<file path="src/rtl/pic_cfg_pkg.sv">
package pic_cfg_pkg;
  localparam int DW     = 8;
  localparam int AHI_W  = 3;
  // opening-word bit positions
  localparam int B_W4   = 0;
  localparam int B_SNG  = 1;
  localparam int B_INTV = 2;
  localparam int B_LVL  = 3;
  localparam int B_INIT = 4;
  localparam int B_AHI  = 5;
  // mode-word bit positions
  localparam int B_PM   = 0;
  localparam int B_AEOI = 1;
  localparam int B_MS   = 2;
  localparam int B_SFN  = 4;

  typedef enum logic [2:0] {
    ST_IDLE = 3'd0,
    ST_W2   = 3'd1,
    ST_W3   = 3'd2,
    ST_W4   = 3'd3,
    ST_RUN  = 3'd4
  } seq_state_e;

  typedef struct packed {
    logic             need4;
    logic             single;
    logic             intv;
    logic             level;
    logic [AHI_W-1:0] ahi;
  } word1_t;

  typedef struct packed {
    logic sfn;
    logic ms;
    logic aeoi;
    logic pm;
  } word4_t;
endpackage

</file>
<file path="src/rtl/pic_init_fsm.sv">
module pic_init_fsm
  import pic_cfg_pkg::*;
(
  input  logic          clk_i,
  input  logic          rst_ni,
  input  logic          wr_en_i,
  input  logic          addr_i,
  input  logic [DW-1:0] wdata_i,
  input  logic          single_i,
  input  logic          need4_i,
  output logic          ld1_o,
  output logic          ld2_o,
  output logic          ld3_o,
  output logic          ld4_o,
  output logic          mask_we_o,
  output logic          cmd_we_o,
  output logic          run_o
);
  seq_state_e state_q, state_d;
  logic hi_wr, lo_wr, start;

  assign hi_wr = wr_en_i & addr_i;
  assign lo_wr = wr_en_i & ~addr_i;
  assign start = lo_wr & wdata_i[B_INIT];

  always_comb begin
    state_d = state_q;
    if (start) begin
      state_d = ST_W2;
    end else if (hi_wr) begin
      unique case (state_q)
        ST_W2:   state_d = !single_i ? ST_W3 : (need4_i ? ST_W4 : ST_RUN);
        ST_W3:   state_d = need4_i ? ST_W4 : ST_RUN;
        ST_W4:   state_d = ST_RUN;
        default: state_d = state_q;
      endcase
    end
  end

  always_ff @(posedge clk_i or negedge rst_ni) begin
    if (!rst_ni) state_q <= ST_IDLE;
    else         state_q <= state_d;
  end

  assign ld1_o     = start;
  assign ld2_o     = hi_wr & (state_q == ST_W2);
  assign ld3_o     = hi_wr & (state_q == ST_W3);
  assign ld4_o     = hi_wr & (state_q == ST_W4);
  assign mask_we_o = hi_wr & (state_q == ST_RUN);
  assign cmd_we_o  = lo_wr & ~wdata_i[B_INIT] & (state_q == ST_RUN);
  assign run_o     = (state_q == ST_RUN);
endmodule

</file>
<file path="src/rtl/pic_cfg_regs.sv">
module pic_cfg_regs
  import pic_cfg_pkg::*;
(
  input  logic          clk_i,
  input  logic          rst_ni,
  input  logic [DW-1:0] wdata_i,
  input  logic          ld1_i,
  input  logic          ld2_i,
  input  logic          ld3_i,
  input  logic          ld4_i,
  output word1_t        w1_o,
  output logic [DW-1:0] vec_o,
  output logic [DW-1:0] casc_o,
  output word4_t        w4_o
);
  word1_t        w1_q;
  word4_t        w4_q;
  logic [DW-1:0] vec_q, casc_q;

  always_ff @(posedge clk_i or negedge rst_ni) begin
    if (!rst_ni) begin
      w1_q   <= '0;
      w4_q   <= '0;
      vec_q  <= '0;
      casc_q <= '0;
    end else if (ld1_i) begin
      w1_q.need4  <= wdata_i[B_W4];
      w1_q.single <= wdata_i[B_SNG];
      w1_q.intv   <= wdata_i[B_INTV];
      w1_q.level  <= wdata_i[B_LVL];
      w1_q.ahi    <= wdata_i[B_AHI +: AHI_W];
      // later words default to zero until loaded
      w4_q   <= '0;
      vec_q  <= '0;
      casc_q <= '0;
    end else begin
      if (ld2_i) vec_q  <= wdata_i;
      if (ld3_i) casc_q <= wdata_i;
      if (ld4_i) begin
        w4_q.sfn  <= wdata_i[B_SFN];
        w4_q.ms   <= wdata_i[B_MS];
        w4_q.aeoi <= wdata_i[B_AEOI];
        w4_q.pm   <= wdata_i[B_PM];
      end
    end
  end

  assign w1_o   = w1_q;
  assign w4_o   = w4_q;
  assign vec_o  = vec_q;
  assign casc_o = casc_q;
endmodule

</file>
<file path="src/rtl/pic_op_port.sv">
module pic_op_port
  import pic_cfg_pkg::*;
(
  input  logic          clk_i,
  input  logic          rst_ni,
  input  logic [DW-1:0] wdata_i,
  input  logic          clr_i,
  input  logic          mask_we_i,
  input  logic          cmd_we_i,
  output logic [DW-1:0] mask_o,
  output logic          cmd_valid_o,
  output logic [DW-1:0] cmd_data_o
);
  logic [DW-1:0] mask_q, cmd_q;
  logic          cv_q;

  always_ff @(posedge clk_i or negedge rst_ni) begin
    if (!rst_ni) begin
      mask_q <= '0;
      cmd_q  <= '0;
      cv_q   <= 1'b0;
    end else begin
      cv_q <= cmd_we_i;
      if (clr_i)          mask_q <= '0;
      else if (mask_we_i) mask_q <= wdata_i;
      if (cmd_we_i)       cmd_q  <= wdata_i;
    end
  end

  assign mask_o      = mask_q;
  assign cmd_valid_o = cv_q;
  assign cmd_data_o  = cmd_q;
endmodule

</file>
<file path="src/rtl/pic_init_seq.sv">
module pic_init_seq
  import pic_cfg_pkg::*;
(
  input  logic             clk_i,
  input  logic             rst_ni,
  input  logic             wr_en_i,
  input  logic             addr_i,
  input  logic [DW-1:0]    wdata_i,
  output logic             ready_o,
  output logic             word4_req_o,
  output logic             single_o,
  output logic             interval4_o,
  output logic             level_trig_o,
  output logic [AHI_W-1:0] addr_hi_o,
  output logic [DW-1:0]    vec_base_o,
  output logic [DW-1:0]    cascade_o,
  output logic             special_nest_o,
  output logic             is_master_o,
  output logic             auto_eoi_o,
  output logic             proc_mode_o,
  output logic [DW-1:0]    mask_o,
  output logic             cmd_valid_o,
  output logic [DW-1:0]    cmd_data_o
);
  logic   ld1, ld2, ld3, ld4, mask_we, cmd_we;
  word1_t w1;
  word4_t w4;

  pic_init_fsm u_fsm (
    .clk_i, .rst_ni, .wr_en_i, .addr_i, .wdata_i,
    .single_i  (w1.single),
    .need4_i   (w1.need4),
    .ld1_o     (ld1),
    .ld2_o     (ld2),
    .ld3_o     (ld3),
    .ld4_o     (ld4),
    .mask_we_o (mask_we),
    .cmd_we_o  (cmd_we),
    .run_o     (ready_o)
  );

  pic_cfg_regs u_regs (
    .clk_i, .rst_ni, .wdata_i,
    .ld1_i  (ld1),
    .ld2_i  (ld2),
    .ld3_i  (ld3),
    .ld4_i  (ld4),
    .w1_o   (w1),
    .vec_o  (vec_base_o),
    .casc_o (cascade_o),
    .w4_o   (w4)
  );

  pic_op_port u_op (
    .clk_i, .rst_ni, .wdata_i,
    .clr_i       (ld1),
    .mask_we_i   (mask_we),
    .cmd_we_i    (cmd_we),
    .mask_o      (mask_o),
    .cmd_valid_o (cmd_valid_o),
    .cmd_data_o  (cmd_data_o)
  );

  assign word4_req_o    = w1.need4;
  assign single_o       = w1.single;
  assign interval4_o    = w1.intv;
  assign level_trig_o   = w1.level;
  assign addr_hi_o      = w1.ahi;
  assign special_nest_o = w4.sfn;
  assign is_master_o    = w4.ms;
  assign auto_eoi_o     = w4.aeoi;
  assign proc_mode_o    = w4.pm;
endmodule

</file>
<file path="config.mk">
export PLATFORM = sky130hd
export DESIGN_NAME = pic_init_seq
export DESIGN_NICKNAME = d
export VERILOG_FILES = /design/src/rtl/pic_cfg_pkg.sv /design/src/rtl/pic_init_fsm.sv /design/src/rtl/pic_cfg_regs.sv /design/src/rtl/pic_op_port.sv /design/src/rtl/pic_init_seq.sv
export SDC_FILE = /design/constraint.sdc
export NUM_CORES = 1
export LEC_CHECK = 0
export CORE_MARGIN = 2
export CORE_UTILIZATION = 50
export CTS_CLUSTER_DIAMETER = 60
export CTS_CLUSTER_SIZE = 28
export DETAILED_ROUTE_END_ITERATION = 6
export PLACE_DENSITY = 0.84
export SKIP_CTS_REPAIR_TIMING = 1
export SYNTH_ARGS = -nofsm -noshare
export SYNTH_HDL_FRONTEND = slang
export SYNTH_SLANG_ARGS = --single-unit
</file>
<file path="constraint.sdc">
create_clock -name clk_i -period 4.3 [get_ports clk_i]
set_input_delay 0.645 -clock clk_i [delete_from_list [all_inputs] [get_ports clk_i]]
set_output_delay 0.645 -clock clk_i [all_outputs]
set_load 0.01 [all_outputs]
</file>
=== Word-level counts from Yosys, hierarchy flattened ===
Cells that the tools add are included.

* Input port bits: 12
* Register bits: 47
* Output and inout port bits: 45

* Equality and inequality tests: 4
* Multiplexer cells: 13
* Bitwise logic cells: 11
* Reduce and logical (&&, ||, !) cells: 7

{| class="wikitable"
|+ Operators by type and width
! operator !! count
|-
| $mux W8 || 6
|-
| $mux W3 || 4
|-
| $reduce_bool A2 Y1 || 5
|-
| $and A1 B1 Y1 || 9
|-
| $pmux W3 S3 || 1
|-
| $mux W4 || 2
|-
| $eq A3 B2 Y1 const B || 2
|-
| $reduce_bool A4 Y1 || 1
|-
| $eq A3 B1 Y1 const B || 1
|-
| $eq A3 B3 Y1 const B || 1
|-
| $not A1 Y1 || 2
|-
| $reduce_and A2 Y1 || 1
|}

=== Logic depth before layout (Yosys ltp) ===
Gate-level depths: netlist of run 1.

* Word-level depth: 5
* Depth in mapped cells: 6
* Mapped depth without buffers: 4

=== Modules after synthesis ===
From an unflattened synthesis of run 1, not the netlist that was laid out.

* Cells, all modules: 154
* Area, all modules: 2,045.7 um^2

{| class="wikitable"
|+ Modules (own cells, without submodules)
! module !! area each (um^2) !! times used !! seq. area each (um^2) !! cells each
|-
| pic_cfg_regs || 1,113.6 || 1 || 675.6 || 80
|-
| pic_op_port || 681.9 || 1 || 425.4 || 44
|-
| pic_init_fsm || 250.2 || 1 || 75.1 || 30
|}

=== Worst setup path before layout of run 1 ===
No wires, ideal clock.

* Kind: in2reg
* Start: input wdata_i[4]
* End: register u_regs.w1_q (netlist bit u_regs.w1_o[1])
* Arrival time: 1.556 ns
* Setup slack: 2.619 ns
* Path buffers: 2
* Setup time: 0.125 ns
* Data required time: 4.175 ns
* Cell stages on the path: 5
* Path through: nor2b_1 > buf_2 > nand2_2 > buf_2 > mux2_2

* Word-level cells in the longest chain between the ends: 1

{| class="wikitable"
|+ Ends and longest elaborated chain
! element !! line !! RTL
|-
| from (decl) || pic_init_seq.sv:8 || <nowiki>input logic [DW-1:0] wdata_i,</nowiki>
|-
| $and A1 B1 Y1 || pic_init_fsm.sv:24 || <nowiki>assign start = lo_wr & wdata_i[B_INIT];</nowiki>
|-
| to (decl) || pic_cfg_regs.sv:16 || <nowiki>word1_t w1_q;</nowiki>
|}

No other way between the ends.
A chain may end at the register's enable or synchronous reset.

=== Worst setup path in the final report of run 1 ===
* Start: input wr_en_i
* End: register u_op.cmd_q[7], in the netlist u_op.cmd_data_o[7]

* Word-level cells in the longest chain between the ends: 3

{| class="wikitable"
|+ Ends and longest elaborated chain
! element !! line !! RTL
|-
| from (decl) || pic_init_seq.sv:6 || <nowiki>input logic wr_en_i,</nowiki>
|-
| $and A1 B1 Y1 || pic_init_fsm.sv:23 || <nowiki>assign lo_wr = wr_en_i & ~addr_i;</nowiki>
|-
| $and A1 B1 Y1 (2 in series) || pic_init_fsm.sv:50 || <nowiki>assign cmd_we_o = lo_wr & ~wdata_i[B_INIT] & (state_q == ST_RUN);</nowiki>
|-
| to (signal assigned) || pic_op_port.sv:26 || <nowiki>if (cmd_we_i) cmd_q <= wdata_i;</nowiki>
|-
| to (decl) || pic_op_port.sv:14 || <nowiki>logic [DW-1:0] mask_q, cmd_q;</nowiki>
|}

No other way between the ends.

==> results.yml, run 1 <==
outcome:
  outcome: "finished clean"
floorplan:
  die_x_um: 66.3
  coreArea_um2: 3690
  die_h_um: 66.3
  rows: 22
  start_util_pct: 52.6
  io_pins: 57
  dieArea_um2: 4400
synthesis:
  netlist_area_um2: 1940
  synth_fp_nets: 179
  synth_area_leaders: "dfrtp_1, nand2_1, mux2_4"
  syn_inst: 167
  yosys_warnings: 0
  synth-seq-area-share_pct: 60.6
  synth_top_area_share_pct: 60.6
  ys_seq_elements: 47
  synthDistinctLibCells: 31
  syn_avg_cell_area_um2: 11.6
  yosys.area.top_type: "dfrtp_1"
worst_setup_path:
  crit_chain: "clkdlybuf4s50_1, nand3_1, or3_1, mux2_4"
  rr_worst_depth: 4
  critPathArrivalTime_ps: 2550
  cp-end-kind: "flop"
  crit_buf_inv: 1
  critPathKind: "primary input to flop"
  critPathMaxStageDelay_ps: 730
  crit_family: "simple AND/OR/NAND/NOR gates"
  reg2reg_from: "u_fsm.state_q[0]"
  cp.required_ps: 4490
  worst-path-max-fanout: 13
  r2r_end: "u_op.cmd_data_o[7]"
  rrSetupSlack_ps: 2410
  cp-start-kind: "primary input"
  cp_slowest_cell: "clkdlybuf4s50_1"
global_route:
  grt_max_degree: 48
  antenna_found_initial: 0
  grt_pass1_wl_um: 7190
  grt_pass1_vias: 1379
  grt_usage_pct: 22.1
  grt_overflow: 0
clock_tree:
  path_clk_slew_ps: 80
  clk-insertion-delay-late_ps: 300
  cts.path.max_buffers: 2
  clkSinkCount: 47
  htreeDepth: 2
  cts_tree: "done"
  cts_made_buffers: 5
  clockRootBuffer: "clkbuf_8"
finish:
  diodes: 0
  multi_input_comb_area_um2: 708
  fin_area_um2: 2610
  area_growth_pct: 34.3
  drive_gt1_share_pct: 11.6
  stdcell_count: 273
  nets: 236
  regArea_um2: 1180
  nFillCells: 283
sta:
  final_hold_viol_count: 0
  skew_ps: 1.02
  finalSetupTns_ps: 0
  finalSetupViolCount: 0
  timing.fmax_mhz: 422
  rsz0062_at_grt: "no"
  timing.final.crit_share_pct: 55.1
  slew_violations: 0
  slew_headroom_pct: 34.5
  worst_pin_slew_ps: 982
  min_period_ps: 2370
place:
  gp_congestion: 0.931
  dp_hpwl_um: 2890
  place_area_um2: 2530
  io_buffers: 56
  place_inst: 265
route:
  vias: 1469
  ant_nets: 0
  drtIter0Drc: 107
  drt_pass1_iterations: 4
  wl_per_cell_um: 15.5
  via_per_inst: 5.38
  wl_um: 4220
  drcViolationCount: 0
power:
  p_leak_uw: 0.00120
  power_density_nw_per_um2: 600
  p_total_uw: 1560
  ir_drop_mv: 0.361
min_path:
  min_to: "u_regs.vec_o[3]"
  holdPathStages: 2
  worstHoldStart: "u_regs.vec_o[3]"
  min_path_type: "flop to flop"
job:
  max-cap-violations: 0
[area by class of cell]
type / count / share of cell area (%)
Sequential cell: 47 / 45.1
Tap cell: 48 / 2.30
Multi-Input combinational cell: 108 / 27.2
Timing Repair Buffer: 57 / 21.6
Inverter: 5 / 0.720
Clock inverter: 1 / 0.192
Clock buffer: 7 / 2.93
[registers in the layout (all words and copies together) (netlist names)]
register and cells:
u_regs.w1_o 7, u_op.cmd_data_o 8, u_op.cmd_valid_o 1, u_regs.w4_o 4, u_fsm.state_q 3, u_regs.vec_o 8, u_op.mask_o 8, u_regs.casc_o 8
[Yosys cell counts, drive strengths merged]
cell     count
nor2         2
a2bb2oi      2
buf          5
nand3        2
nor3b        1
o22ai        2
dfrtp       47
and3         2
o2bb2ai      1
a22o         9
inv          5
nor2b        4
nor3         3
mux2i        1
nand2b       1
and2         3
nand2       34
o221a        1
nor4bb       1
o21ai       20
a21oi        1
o211ai       1
mux2        15
a32o         1
clkbuf       2
or3          1
[how the worst max path moves through the flow]
stage,start,endpoint,slack [ps],cells after the start
floorplan,wdata_i[4],u_regs.w1_o[1],2620,5
global placement,wr_en_i,u_op.cmd_data_o[5],1660,4
detailed placement,wr_en_i,u_op.cmd_data_o[7],1640,4
CTS,wr_en_i,u_op.cmd_data_o[7],1930,4
global route,wr_en_i,u_op.cmd_data_o[7],1810,4
finish,wr_en_i,u_op.cmd_data_o[7],1930,4
[where the power goes]
part | switching, uW | total [uW] | internal (uW)
combinational | 245 | 614 | 370
sequential | 109 | 698 | 589
clock | 138 | 252 | 114
total | 491 | 1560 | 1070
[placed cells by master (no fill, tap or decap), types with 3 or more instances in the layout]
cell type         n
a22o_1            9
mux2_4            7
clkdlybuf4s50_1  55
and2_1            3
dfrtp_1          47
nand2_1          33
nor3_1            3
clkbuf_8          5
nor2b_1           4
mux2_2            8
inv_1             5
o21ai_0          18
[metrics by stage]
stage | worst slack (ps) | hold WS (ps) | utilization, %
after floorplan | 2620 | 349 | -
after global routing | 1810 | 505 | 70.7
after detailed placement | 1640 | 472 | 68.5
after global placement | 1660 | 461 | 68.5
final | 1930 | 481 | 70.7
after CTS | 1930 | 490 | 70.7
[cell families (layout without fill, tap and decap cells)]
logic type	Yosys count	after routing	synth area share, %
DFF	47	47	60.6
muxes	16	16	10.6
AOI/OAI and AO/OA	38	38	13.0
buffers and inverters	12	70	2.96
and+or+nand+nor	54	54	13.0
[per-layer routing]
metal  vias to the layer above  share of wire [%]  GRT usage (%)
met5                         -                  0              0
met4                         0                1.1           6.12
met3                         6                5.4           5.28
met2                        49                 44           31.3
met1                       719                 49           33.9
li1                        695                  -              -
[worst min-delay path, stage by stage, from the launching register on]
cell     delay (ps)
dfrtp_1         350
nand2_1          50
o21ai_0          60
No activity file was read; power rests on OpenSTA's default activity.
==> run 2, diff against run 1 <==
--- a/config.mk
+++ b/config.mk
@@ -6,11 +6,11 @@
 export NUM_CORES = 1
 export LEC_CHECK = 0
 export CORE_MARGIN = 2
-export CORE_UTILIZATION = 50
+export CORE_UTILIZATION = 42
 export CTS_CLUSTER_DIAMETER = 60
 export CTS_CLUSTER_SIZE = 28
 export DETAILED_ROUTE_END_ITERATION = 6
-export PLACE_DENSITY = 0.84
+export PLACE_DENSITY = 0.75
 export SKIP_CTS_REPAIR_TIMING = 1
 export SYNTH_ARGS = -nofsm -noshare
 export SYNTH_HDL_FRONTEND = slang
==> constraint.sdc (replaced) <==
create_clock -name clk_i -period 1.95 [get_ports clk_i]
set_input_delay 0.2925 -clock clk_i [delete_from_list [all_inputs] [get_ports clk_i]]
set_output_delay 0.2925 -clock clk_i [all_outputs]
set_load 0.01 [all_outputs]
==> run 2 against run 1 <==
Clock power grew to 2.5 times the previous value. Cell area is 3.6% higher. Core utilization is 9.5 points lower. Power is 130% higher. First-iteration DRC count increased by 21%. Worst hold slack got worse by 420 ps. Clock skew is 3.8 ps higher.
==> results.yml, run 2 (synthesized netlist as in run 1, its figures left out) <==
finish:
  nets: 245
  multi_input_comb_area_um2: 708
  final_common_cell: "clkdlybuf4s50_1"
  regArea_um2: 1180
  nFillCells: 372
  diodes: 0
  final_cell_mix: "clkdlybuf4s50_1, dfrtp_1, nand2_1, o21ai_0, buf_4"
  stdcell_count: 286
  area_growth_pct: 39.2
  drive_gt1_share_pct: 15.8
route:
  wl_per_cell_um: 15.2
  drtIter0Drc: 130
  ant_nets: 0
  vias: 1469
  wl_um: 4360
  via_per_inst: 5.14
  drcViolationCount: 0
  drt_pass1_iterations: 4
sta:
  slew_violations: 0
  final_hold_viol_count: 0
  min_period_ps: 1830
  finalSetupTns_ps: 0
  timing.fmax_mhz: 545
  rsz0062_at_grt: "no"
  worst_pin_slew_ps: 578
  skew_ps: 4.80
  slew_headroom_pct: 61.5
  finalSetupViolCount: 0
  timing.final.crit_share_pct: 94.1
place:
  gp_congestion: 0.845
  place_inst: 278
  dp_hpwl_um: 3060
  io_buffers: 56
global_route:
  grt_util_met1_pct: 26.9
  busiest_layer: "met1"
  grt_max_degree: 48
  grt_usage_pct: 18.1
  antenna_found_initial: 0
  met2_usage_pct: 24.9
  use_met3_pct: 4.86
  grt_overflow: 0
  grt_pass1_wl_um: 7110
  grt_pass1_vias: 1373
power:
  ir_drop_mv: 0.706
  p_clk_share_pct: 18.0
  power_density_nw_per_um2: 1310
  switching_share_pct: 30.8
  power_frac_comb_pct: 38.7
  p_leak_uw: 0.00125
  p_int_uw: 2450
  p_sw_uw: 1090
  p_seq_share_pct: 43.4
worst_setup_path:
  cp.required_ps: 1660
  critPathArrivalTime_ps: 1540
  worst-path-max-fanout: 8
  cp-start-kind: "flop"
  cp-end-kind: "primary output"
  critPathKind: "flop to primary output"
outcome:
  outcome: "finished clean"
clock_tree:
  cts_tree: "done"
  cts.path.max_buffers: 2
  clkSinkCount: 47
  path_clk_slew_ps: 80
  cts_made_buffers: 5
  htreeDepth: 2
  clk-insertion-delay-late_ps: 300
  clockRootBuffer: "clkbuf_8"
floorplan:
  die_h_um: 72.0
  start_util_pct: 44.0
  die_x_um: 72.0
  coreArea_um2: 4410
  dieArea_um2: 5180
  rows: 24
  io_pins: 57
job:
  max-cap-violations: 0
min_path:
  min_path_type: "primary input to async pin"
==> run 2: cell count changes in the layout (fill, tap and decap cells not counted), sizes merged <==
| cell | before | now |
|---|---|---|
| buf | 2 | 11 |
| clkinv | 1 | 0 |
| clkinvlp | 0 | 1 |
==> run 2: power by group through the flow <==
stage | combinational [uW] | clock, uW | sequential, uW
6_report | 1370 | 637 | 1540
5_1_grt | 1480 | 695 | 1580
4_1_cts | 1390 | 656 | 1540
3_5_place_dp | 1380 | 0 | 1540
3_3_place_gp | 1350 | 0 | 1550
2_1_floorplan | 470 | 0 | 1650
==> run 2: metal layers <==
metal / vias up / wire, um
li1: 715 / -
met2: 53 / 1900
met3: 9 / 261
met4: 0 / 97
met5: - / 0
met1: 692 / 2100
==> run 2: metrics by stage <==
step / setup WS, ps / cell area, um^2 / hold slack, ps / total power [uW] / utilization (%)
after global placement: 92.0 / 2600 / 414 / 2890 / 58.9
after global routing: 74.8 / 2700 / 120 / 3760 / 61.2
after floorplan: 396 / 1940 / -3.09 / 2120 / -
after CTS: 106 / 2700 / 88.7 / 3580 / 61.2
after detailed placement: 70.9 / 2600 / 420 / 2930 / 58.9
final: 115 / 2700 / 64.8 / 3540 / 61.2
==> run 2: path summary, 6_finish.rpt <==
kind,startpoint,to,slack [ps],cells past startpoint
max,u_fsm.state_q[0],ready_o,120,2
min,rst_ni,u_regs.vec_o[7],60,2
max reg2reg,u_fsm.state_q[0],u_op.cmd_data_o[3],240,5
min reg2reg,u_regs.vec_o[6],u_regs.vec_o[6],490,2
max in group asynchronous,rst_ni,u_regs.w1_o[5],1490,2
min in group clk_i,u_regs.vec_o[6],u_regs.vec_o[6],490,2
==> run 2: area by class of cell <==
class,count,share of cell area (%)
clock inverters,1,0.278
multi-input cells,108,26.2
repair buffers,66,23.3
flip-flops and latches,47,43.5
well taps,52,2.41
inverters,5,0.694
clock buffers,7,3.56
==> run 2: critical path, cell delays in order (launching register included) <==
cell and delay (ps):
dfrtp_1 470, nor3_1 210, clkdlybuf4s50_1 560
==> run 3, diff against run 2 <==
--- a/config.mk
+++ b/config.mk
@@ -5,6 +5,7 @@
 export SDC_FILE = /design/constraint.sdc
 export NUM_CORES = 1
 export LEC_CHECK = 0
+export ABC_CLOCK_PERIOD_IN_PS = 1950
 export CORE_MARGIN = 2
 export CORE_UTILIZATION = 42
 export CTS_CLUSTER_DIAMETER = 60
==> results of run 3 <==
Final layout, timing and power as in run 2 (identical DEF).
